--- src/rtl/aclk_pkg.sv ---
`timescale 1ns/1ps
package aclk_pkg;
  localparam int unsigned MIN_DIV = 2;

  typedef struct packed {
    logic master;
    logic alt_pin;
    logic play_any;
    logic rec_any;
    logic force_play;
    logic force_rec;
  } oe_req_t;
endpackage

--- src/rtl/aclk_oe_ctrl.sv ---
`timescale 1ns/1ps
module aclk_oe_ctrl
  import aclk_pkg::*;
(
  input  oe_req_t req_i,
  output logic    oe_o
);
  logic rec_ok;

  always_comb begin
    rec_ok = !req_i.alt_pin;
    oe_o   = req_i.force_play
           | (rec_ok & req_i.force_rec)
           | (req_i.master & (req_i.play_any | (rec_ok & req_i.rec_any)));
  end

  always_comb begin
    if (!req_i.master && !req_i.force_play && !req_i.force_rec)
      AST_SLAVE_QUIET: assert (!oe_o);
    if (req_i.alt_pin && !req_i.play_any && !req_i.force_play)
      AST_ALT_REC_IGNORED: assert (!oe_o);
    if (req_i.force_play)
      AST_FORCE_PLAY: assert (oe_o);
  end
endmodule

--- src/rtl/aclk_bit_div.sv ---
`timescale 1ns/1ps
module aclk_bit_div
  import aclk_pkg::*;
#(
  parameter int unsigned W = 6
) (
  input  logic         clk_i,
  input  logic         rst_ni,
  input  logic [W-1:0] div_i,
  input  logic         load_i,
  output logic         bclk_o,
  output logic         wrap_o,
  output logic [W-1:0] act_o
);
  localparam logic [W-1:0] DMIN = W'(MIN_DIV);

  logic [W-1:0] cnt_q, cnt_n, act_q, act_n;
  logic         bclk_q;

  function automatic logic [W-1:0] clamp(input logic [W-1:0] d);
    return (d < DMIN) ? DMIN : d;
  endfunction

  always_comb begin
    wrap_o = (cnt_q == act_q - W'(1));
    cnt_n  = wrap_o ? '0 : cnt_q + W'(1);
    act_n  = (wrap_o && load_i) ? clamp(div_i) : act_q;
  end

  // count resets to last slot so the first edge loads the setting
  always_ff @(posedge clk_i or negedge rst_ni) begin
    if (!rst_ni) begin
      cnt_q  <= DMIN - W'(1);
      act_q  <= DMIN;
      bclk_q <= 1'b0;
    end else begin
      cnt_q  <= cnt_n;
      act_q  <= act_n;
      bclk_q <= (cnt_n < (act_n >> 1));
    end
  end

  assign bclk_o = bclk_q;
  assign act_o  = act_q;

  AST_BCLK_RISE_AT_START: assert property (@(posedge clk_i) disable iff (!rst_ni)
    $rose(bclk_q) |-> (cnt_q == '0));
  AST_BIT_CNT_BOUND: assert property (@(posedge clk_i) disable iff (!rst_ni)
    cnt_q < act_q);
  AST_BIT_DIV_MIN: assert property (@(posedge clk_i) disable iff (!rst_ni)
    act_q >= DMIN);
endmodule

--- src/rtl/aclk_frame_div.sv ---
`timescale 1ns/1ps
module aclk_frame_div
  import aclk_pkg::*;
#(
  parameter int unsigned W = 9
) (
  input  logic         clk_i,
  input  logic         rst_ni,
  input  logic         en_i,
  input  logic         tick_i,
  input  logic [W-1:0] div_i,
  output logic         fclk_o,
  output logic         run_o,
  output logic         last_o
);
  localparam logic [W-1:0] DMIN = W'(MIN_DIV);

  logic [W-1:0] cnt_q, act_q, cnt_inc;
  logic         run_q, fclk_q;

  function automatic logic [W-1:0] clamp(input logic [W-1:0] d);
    return (d < DMIN) ? DMIN : d;
  endfunction

  always_comb begin
    last_o  = run_q && (cnt_q == act_q - W'(1));
    cnt_inc = cnt_q + W'(1);
  end

  always_ff @(posedge clk_i or negedge rst_ni) begin
    if (!rst_ni) begin
      run_q  <= 1'b0;
      cnt_q  <= '0;
      act_q  <= DMIN;
      fclk_q <= 1'b0;
    end else if (!en_i) begin
      run_q  <= 1'b0;
      cnt_q  <= '0;
      act_q  <= clamp(div_i);
      fclk_q <= 1'b0;
    end else if (tick_i) begin
      if (!run_q || last_o) begin
        // frame start: ratio is at least 2, so the high phase is non-empty
        run_q  <= 1'b1;
        cnt_q  <= '0;
        act_q  <= clamp(div_i);
        fclk_q <= 1'b1;
      end else begin
        cnt_q  <= cnt_inc;
        fclk_q <= (cnt_inc < (act_q >> 1));
      end
    end
  end

  assign fclk_o = fclk_q;
  assign run_o  = run_q;

  AST_FCLK_LOW_WHEN_OFF: assert property (@(posedge clk_i) disable iff (!rst_ni)
    !en_i |=> !fclk_q);
  AST_FCLK_MOVES_ON_TICK: assert property (@(posedge clk_i) disable iff (!rst_ni)
    (en_i && $past(en_i) && !$stable(fclk_q)) |-> $past(tick_i));
  AST_FRAME_CNT_BOUND: assert property (@(posedge clk_i) disable iff (!rst_ni)
    cnt_q < act_q);
endmodule

--- src/rtl/aclk_gen.sv ---
`timescale 1ns/1ps
module aclk_gen
  import aclk_pkg::*;
#(
  parameter int unsigned NCH    = 4,
  parameter int unsigned BDIV_W = 6,
  parameter int unsigned FDIV_W = 9
) (
  input  logic              clk_i,
  input  logic              rst_ni,
  input  logic              master_i,
  input  logic              alt_rec_pin_i,
  input  logic [NCH-1:0]    play_en_i,
  input  logic [NCH-1:0]    rec_en_i,
  input  logic              force_play_i,
  input  logic              force_rec_i,
  input  logic [BDIV_W-1:0] bdiv_i,
  input  logic [FDIV_W-1:0] fdiv_i,
  output logic              bclk_o,
  output logic              fclk_o,
  output logic              fclk_oe_o
);
  oe_req_t           req;
  logic              oe;
  logic              bwrap, bload;
  logic [BDIV_W-1:0] bact;
  logic              frun, flast;

  always_comb begin
    req.master     = master_i;
    req.alt_pin    = alt_rec_pin_i;
    req.play_any   = |play_en_i;
    req.rec_any    = |rec_en_i;
    req.force_play = force_play_i;
    req.force_rec  = force_rec_i;
  end

  aclk_oe_ctrl u_oe (
    .req_i (req),
    .oe_o  (oe)
  );

  // bit ratio may only change on a frame edge once frames are running
  assign bload = !frun || flast;

  aclk_bit_div #(.W(BDIV_W)) u_bit (
    .clk_i  (clk_i),
    .rst_ni (rst_ni),
    .div_i  (bdiv_i),
    .load_i (bload),
    .bclk_o (bclk_o),
    .wrap_o (bwrap),
    .act_o  (bact)
  );

  aclk_frame_div #(.W(FDIV_W)) u_frm (
    .clk_i  (clk_i),
    .rst_ni (rst_ni),
    .en_i   (oe),
    .tick_i (bwrap),
    .div_i  (fdiv_i),
    .fclk_o (fclk_o),
    .run_o  (frun),
    .last_o (flast)
  );

  assign fclk_oe_o = oe;

  AST_FRAME_ALIGN: assert property (@(posedge clk_i) disable iff (!rst_ni)
    $rose(fclk_o) |-> $rose(bclk_o));
  AST_BDIV_AT_FRAME: assert property (@(posedge clk_i) disable iff (!rst_ni)
    (frun && $past(frun) && !$stable(bact)) |-> $past(flast && bwrap));
  AST_NO_FCLK_WITHOUT_OE: assert property (@(posedge clk_i) disable iff (!rst_ni)
    fclk_o |-> $past(oe));
endmodule

--- config.mk ---
export PLATFORM = sky130hd
export DESIGN_NAME = aclk_gen
export DESIGN_NICKNAME = d
export VERILOG_FILES = /design/src/rtl/aclk_pkg.sv /design/src/rtl/aclk_oe_ctrl.sv /design/src/rtl/aclk_bit_div.sv /design/src/rtl/aclk_frame_div.sv /design/src/rtl/aclk_gen.sv
export SDC_FILE = /design/constraint.sdc
export NUM_CORES = 1
export LEC_CHECK = 0
export BUFFER_PORTS_ARGS = -buffer_cell sky130_fd_sc_hd__buf_2
export CAP_MARGIN = 20
export CORE_AREA = 2 2 66 68
export CTS_CLUSTER_SIZE = 10
export DETAILED_ROUTE_END_ITERATION = 16
export DIE_AREA = 0 0 68 70
export PLACE_DENSITY_LB_ADDON = 0.05
export SETUP_SLACK_MARGIN = 0.1
export SYNTH_ARGS = -nofsm -noshare
export SYNTH_HDL_FRONTEND = slang
export SYNTH_SLANG_ARGS = --single-unit
--- constraint.sdc ---
create_clock -name clk_i -period 8.9 [get_ports clk_i]
set_input_delay 0.89 -clock clk_i [delete_from_list [all_inputs] [get_ports clk_i]]
set_output_delay 0.89 -clock clk_i [all_outputs]
set_load 0.03 [all_outputs]
==> metrics, run 1 <==
status=finished clean; setup TNS=0 ns; post-CTS setup buffer count=0; via count=1920; Post-Synthesis Cells=242; count of final max-slew check failures=0; crit path max-delay cell type=or4_4; register bit total from synthesis=33; P_leak=0.00125 uW; Worst Hold Class=reg -> reg; largest area contributor in the netlist=dfrtp_1; die area=4760 sq um; Tightest Pin Transition=0.899 ns; Worst Skew=0.00967 ns; Async S/R FF share, synth=100%; worst skew pair latency=0.29 ns; most frequent cells in the layout=buf_2, dfrtp_1, nor2_1, inv_1; Final Hold Violating Endpoints=0; CTS Sinks=33; WL met1=2.13 mm; post-route insts no fill=331; Cell Pwr Density=332 nW/um^2; most common cell after layout, fill and taps aside=buf_2; Max VDD drop=0.224 mV; CTS tree=built; Top Layer Used=met4; yosys warns=0; DRT Wirelength=5.23 mm; Starting Density=57.7%; first-pass GRT wire length=8.78 mm; vias in the first global route=1950; Avg WL per Cell=15.8 um; Synth cell types=59; final setup violating endpoints=0; final worst slack=5.08 ns; crit-path max cell delay=0.49 ns; Std-Cell Rows=24; Clock Tree Root=clkbuf_8; metal2 WL=2.86 mm; grt ovf=0; Final nets=322; drt initial violations=74; WHS=0.537 ns; DRT Pass-1 Iters=4; largest net degree at the start of global routing=34; EDFF count, synth=0; Antenna Nets Post-Route=0; RSZ-0062 raised after global routing=false; Reg2Reg Launch Point=u_frm.act_q[0]; Critical Path Start=u_frm.act_q[0]; crit-path max FO=10; n_diodes=0; CTS Buf Count=5; Worst setup EP type=flip-flop; Clock transition at path regs=0.06 ns; Startpoint Class=flip-flop; synth-to-layout area growth=12.7%; reg2reg setup slack=5.08 ns; # IOs=32; number of H-tree levels=2; WP data arrival=4.04 ns; share of the synthesized area in the top cell type=31.4%; drt drc=0; Synth area leaders=dfrtp_1, ha_1, xnor2_1; worst-path cell chain=inv_1 > ha_1 > nand2b_4 > or4_4 > a2111oi_4 > o2111ai_2 > a21oi_4 > mux2i_1 > ha_1 > a21o_1 > a21oi_1 > nor3b_1 > nand4_1 > nand3_1; Place WS=5.09 ns; fmax=0.262 GHz; Syn Nets=286; RD Place Congestion=0.862; Max clock buf depth=2; port bufs=31; chip width=68 um; worst setup path endpoint=u_bit.bclk_o; share of cells above drive strength 1=24.0%; Slew HR=40.0%; Total GRT Usage=24.7%; most frequent CP cell=ha_1; CP required=9.12 ns; Pwr Total=893 uW; Tmin final=3.82 ns; Avg Cell Area, Syn=9.88 sq um; sequential fraction of the synthesis area=34.7%; worst-case reg-to-reg path depth=14; placed insts=323; # hold bufs at CTS=0; number of max-cap violations=0; dpl hpwl=4.11 mm; Netlist Area Pre-Place=2390 sq um; Via density=5.80; die height=70 um; PostCTS Resize Cnt=0; Most used DFF post-synth=dfrtp_1; Final period util=42.9%; WL met3=121 um; CORE AREA=4140 sq um; WS Path Type=reg -> reg; FF-to-FF End=u_bit.bclk_o; initial antenna violation count=0
[layout make-up]
class	instances	area, sq um
Tap cell	52	65.1
Inverter	16	60.1
Timing Repair Buffer	32	163
Fill cell	357	1450
Sequential cell	33	830
Clock buffer	8	90.1
Multi-Input combinational cell	190	1490
[worst min path at each step]
stage                         from        endpoint  slack (ns)  cells past startpoint
detailed placement  u_bit.act_o[1]  u_bit.act_o[1]        0.52                      2
CTS                 u_bit.act_o[1]  u_bit.act_o[1]        0.54                      2
global route        u_frm.act_q[1]  u_frm.act_q[1]        0.57                      2
floorplan           u_frm.act_q[1]  u_frm.act_q[1]        0.48                      2
finish              u_frm.act_q[1]  u_frm.act_q[1]        0.54                      2
global placement    u_frm.act_q[1]  u_frm.act_q[1]        0.51                      2
[flip-flops by register name (all words and copies together) (netlist names)]
register / cells
u_frm.act_q: 9
u_bit.cnt_q: 6
u_bit.act_o: 6
u_frm.run_o: 1
u_frm.fclk_o: 1
u_bit.bclk_o: 1
u_frm.cnt_q: 9
[cells by family (layout without fill, tap and decap cells)]
| kind of cell | after synthesis | in the layout | share of synthesized area, % |
|---|---|---|---|
| AOI/OAI and AO/OA | 47 | 47 | 16.1 |
| xor gates and xnor gates | 26 | 26 | 9.53 |
| adders and majority gates | 16 | 16 | 8.27 |
| buffers and inverters | 19 | 56 | 3.14 |
| DFF | 33 | 33 | 34.7 |
| muxes | 19 | 19 | 9.16 |
| and+or+nand+nor | 82 | 82 | 19.1 |
[critical path, delay by kind of cell, from the launching register on]
kind                     cells  cell delay, ns
AND/OR/NAND/NOR              5            1.03
multiplexers                 1            0.25
flip-flops                   1            0.41
adder cells (fa/ha/maj)      2            0.51
AO/OA/AOI/OAI                5            1.46
buffers and inverters        1            0.09
[routing by layer]
layer	up-vias	global-route usage [%]
met2	23	44.7
li1	959	-
met4	0	10.0
met1	926	27.2
met3	12	4.67
met5	-	0
[cells in the mapped netlist (2+ instances only)]
master	n
a31o_2	3
inv_1	16
nor2b_1	4
dfrtp_1	30
xnor2_1	15
nand4_1	2
nor4_1	4
nor2_1	17
a31oi_1	5
mux2_4	4
mux2_2	7
o2111ai_1	3
o21ai_0	4
a21oi_1	8
nor3_1	3
xor2_1	11
a32o_1	4
o211ai_1	4
and3_1	6
dfstp_2	3
and3b_1	2
and2_1	3
nor3b_1	2
a211oi_1	2
mux2i_1	8
clkbuf_1	2
nand2_1	15
ha_1	15
nand3_1	10
[report_power, final]
group          switching, uW  internal, uW  leakage [uW]
registers               75.0           212      0.000413
logic                    258           232      0.000792
clock network           52.9          63.0     0.0000455
[per-stage QoR]
step | instance area (sq um) | util, %
after detailed placement | 2600 | 62.8
after floorplan | 2390 | -
after global placement | 2600 | 62.8
after CTS | 2690 | 65.0
after global routing | 2690 | 65.0
final | 2690 | 65.0
(Power assumes the default switching activity.)
==> inputs of run 2 (changes only) <==
Settings changed: CORE_AREA 2 2 66 68 to 2 2 71 73, DIE_AREA 0 0 68 70 to 0 0 73 75.
Clock period 8.9 ns to 3.2 ns, I/O delays scaled along.
==> run 2 against run 1 <==
Compared with the run above: routed wire length increased by 1.6%; critical path depth is the same; final area increased by 8.3%; fmax rose by 20%; highest routed layer unchanged.
==> metrics, run 2 (synthesis results as in run 1) <==
worst skew pair latency=0.28 ns; CTS Sinks=33; port bufs=31; share of cells above drive strength 1=31.9%; register area=830 sq um; Final nets=344; Reg2Reg Launch Point=u_frm.act_q[0]; DRT Wirelength=5.32 mm; drt drc=0; via count=2005; FF-to-FF End=u_bit.bclk_o; Total GRT Usage=21.5%; Startpoint Class=flip-flop; die height=75 um; RD Place Congestion=0.887; Critical Path Start=u_frm.act_q[0]; grt ovf=0; first-pass GRT wire length=8.79 mm; WS Path Type=reg -> reg; Via density=5.65; WP data arrival=3.39 ns; initial antenna violation count=0; Final period util=99.2%; WHS=0.0895 ns; fmax=0.315 GHz; final worst slack=0.0264 ns; CTS tree=built; vias in the first global route=1778; DRT Pass-1 Iters=4; Max VDD drop=0.456 mV; CORE AREA=4660 sq um; Max clock buf depth=2; RSZ-0062 raised after global routing=true; Starting Density=51.3%; largest net degree at the start of global routing=34; synth-to-layout area growth=22.0%; reg2reg setup slack=0.03 ns; Place WS=0.0189 ns; Std-Cell Rows=25; status=finished clean; number of H-tree levels=2; # hold bufs at CTS=0; Avg WL per Cell=15.0 um; n_diodes=0; crit-path max FO=4; Antenna Nets Post-Route=0; Clock transition at path regs=0.07 ns; Pwr Total=2770 uW; biggest regs=u_frm.act_q (9), u_frm.cnt_q (9); most common cell after layout, fill and taps aside=buf_2; Worst Skew=0.00901 ns; worst setup path endpoint=u_bit.bclk_o; multi-input logic area=1510 sq um; Cell Pwr Density=949 nW/um^2; P_leak=0.00137 uW; # IOs=32; dpl hpwl=4.21 mm; CP required=3.42 ns; Final Hold Violating Endpoints=0; number of max-cap violations=0; fill cell count=383; die area=5480 sq um; worst-case reg-to-reg path depth=14; CTS Buf Count=5; Worst setup EP type=flip-flop; Worst Hold Class=in -> async; count of final max-slew check failures=0; chip width=73 um; Slew HR=36.9%; Clock Tree Root=clkbuf_8; drt initial violations=131; most frequent cells in the layout=buf_2, dfrtp_1, buf_4, nor2_1; Tmin final=3.17 ns; final setup violating endpoints=0; fin util=62.6%; Tightest Pin Transition=0.946 ns
==> run 2: layout make-up <==
class	count	share of cell area, %
multi-input cells	190	51.7
flip-flops and latches	33	28.4
repair buffers	54	11.4
clock buffers	6	2.83
well taps	54	2.32
inverters	16	2.06
clock inverters	2	1.29
==> run 2: repair_timing <==
action | 4_1_cts | 5_1_grt
gates cloned | 0 | 0
buffers inserted | 0 | 0
endpoints found under the hold margin | 0 | 0
gates resized for setup | 1 | 2
setup endpoints to repair | 1 | 1
==> run 2: critical path, stage by stage, from the launching register on <==
cell and delay [ns]:
dfrtp_1 0.39, inv_2 0.08, ha_4 0.15, nand2b_4 0.06, or4_4 0.49, a2111oi_4 0.34
o2111ai_2 0.19, a21oi_4 0.20, mux2i_1 0.20, ha_1 0.26, a21o_1 0.17, a21oi_2 0.15
nand3b_1 0.09, a221o_1 0.25, nand3_1 0.08
==> run 2: stage by stage <==
| step | TNS, ns | instances | instance area (sq um) |
|---|---|---|---|
| finish | 0 | 355 | 2920 |
| CTS | 0 | 355 | 2910 |
| global route | -0.226 | 355 | 2920 |
| global placement | 0 | 347 | 2790 |
| floorplan | -0.109 | 242 | 2410 |
| detailed placement | 0 | 347 | 2790 |
==> run 2: power breakdown <==
group	internal [uW]	switching [uW]	total, uW
clock network	253	155	408
logic	797	798	1590
registers	589	177	766
total	1640	1130	2770
==> run 2: worst min path at each step <==
stage / from / endpoint / slack (ns) / cells past startpoint
after detailed placement: rst_ni / u_frm.cnt_q[2] / 0.43 / 1
after global placement: rst_ni / u_frm.cnt_q[2] / 0.43 / 1
after floorplan: rst_ni / u_bit.act_o[0] / 0.02 / 0
after CTS: rst_ni / u_frm.cnt_q[1] / 0.12 / 1
final: rst_ni / u_frm.cnt_q[1] / 0.09 / 1
after global routing: rst_ni / u_frm.cnt_q[1] / 0.16 / 1
==> run 2: layer usage <==
metal / global-route usage [%] / vias to the layer above / wire, um
met5: 0 / - / 0
met4: 5.56 / 0 / 61
met3: 5.49 / 4 / 301
met2: 28.6 / 57 / 2100
met1: 34.0 / 942 / 2860
li1: - / 1002 / -
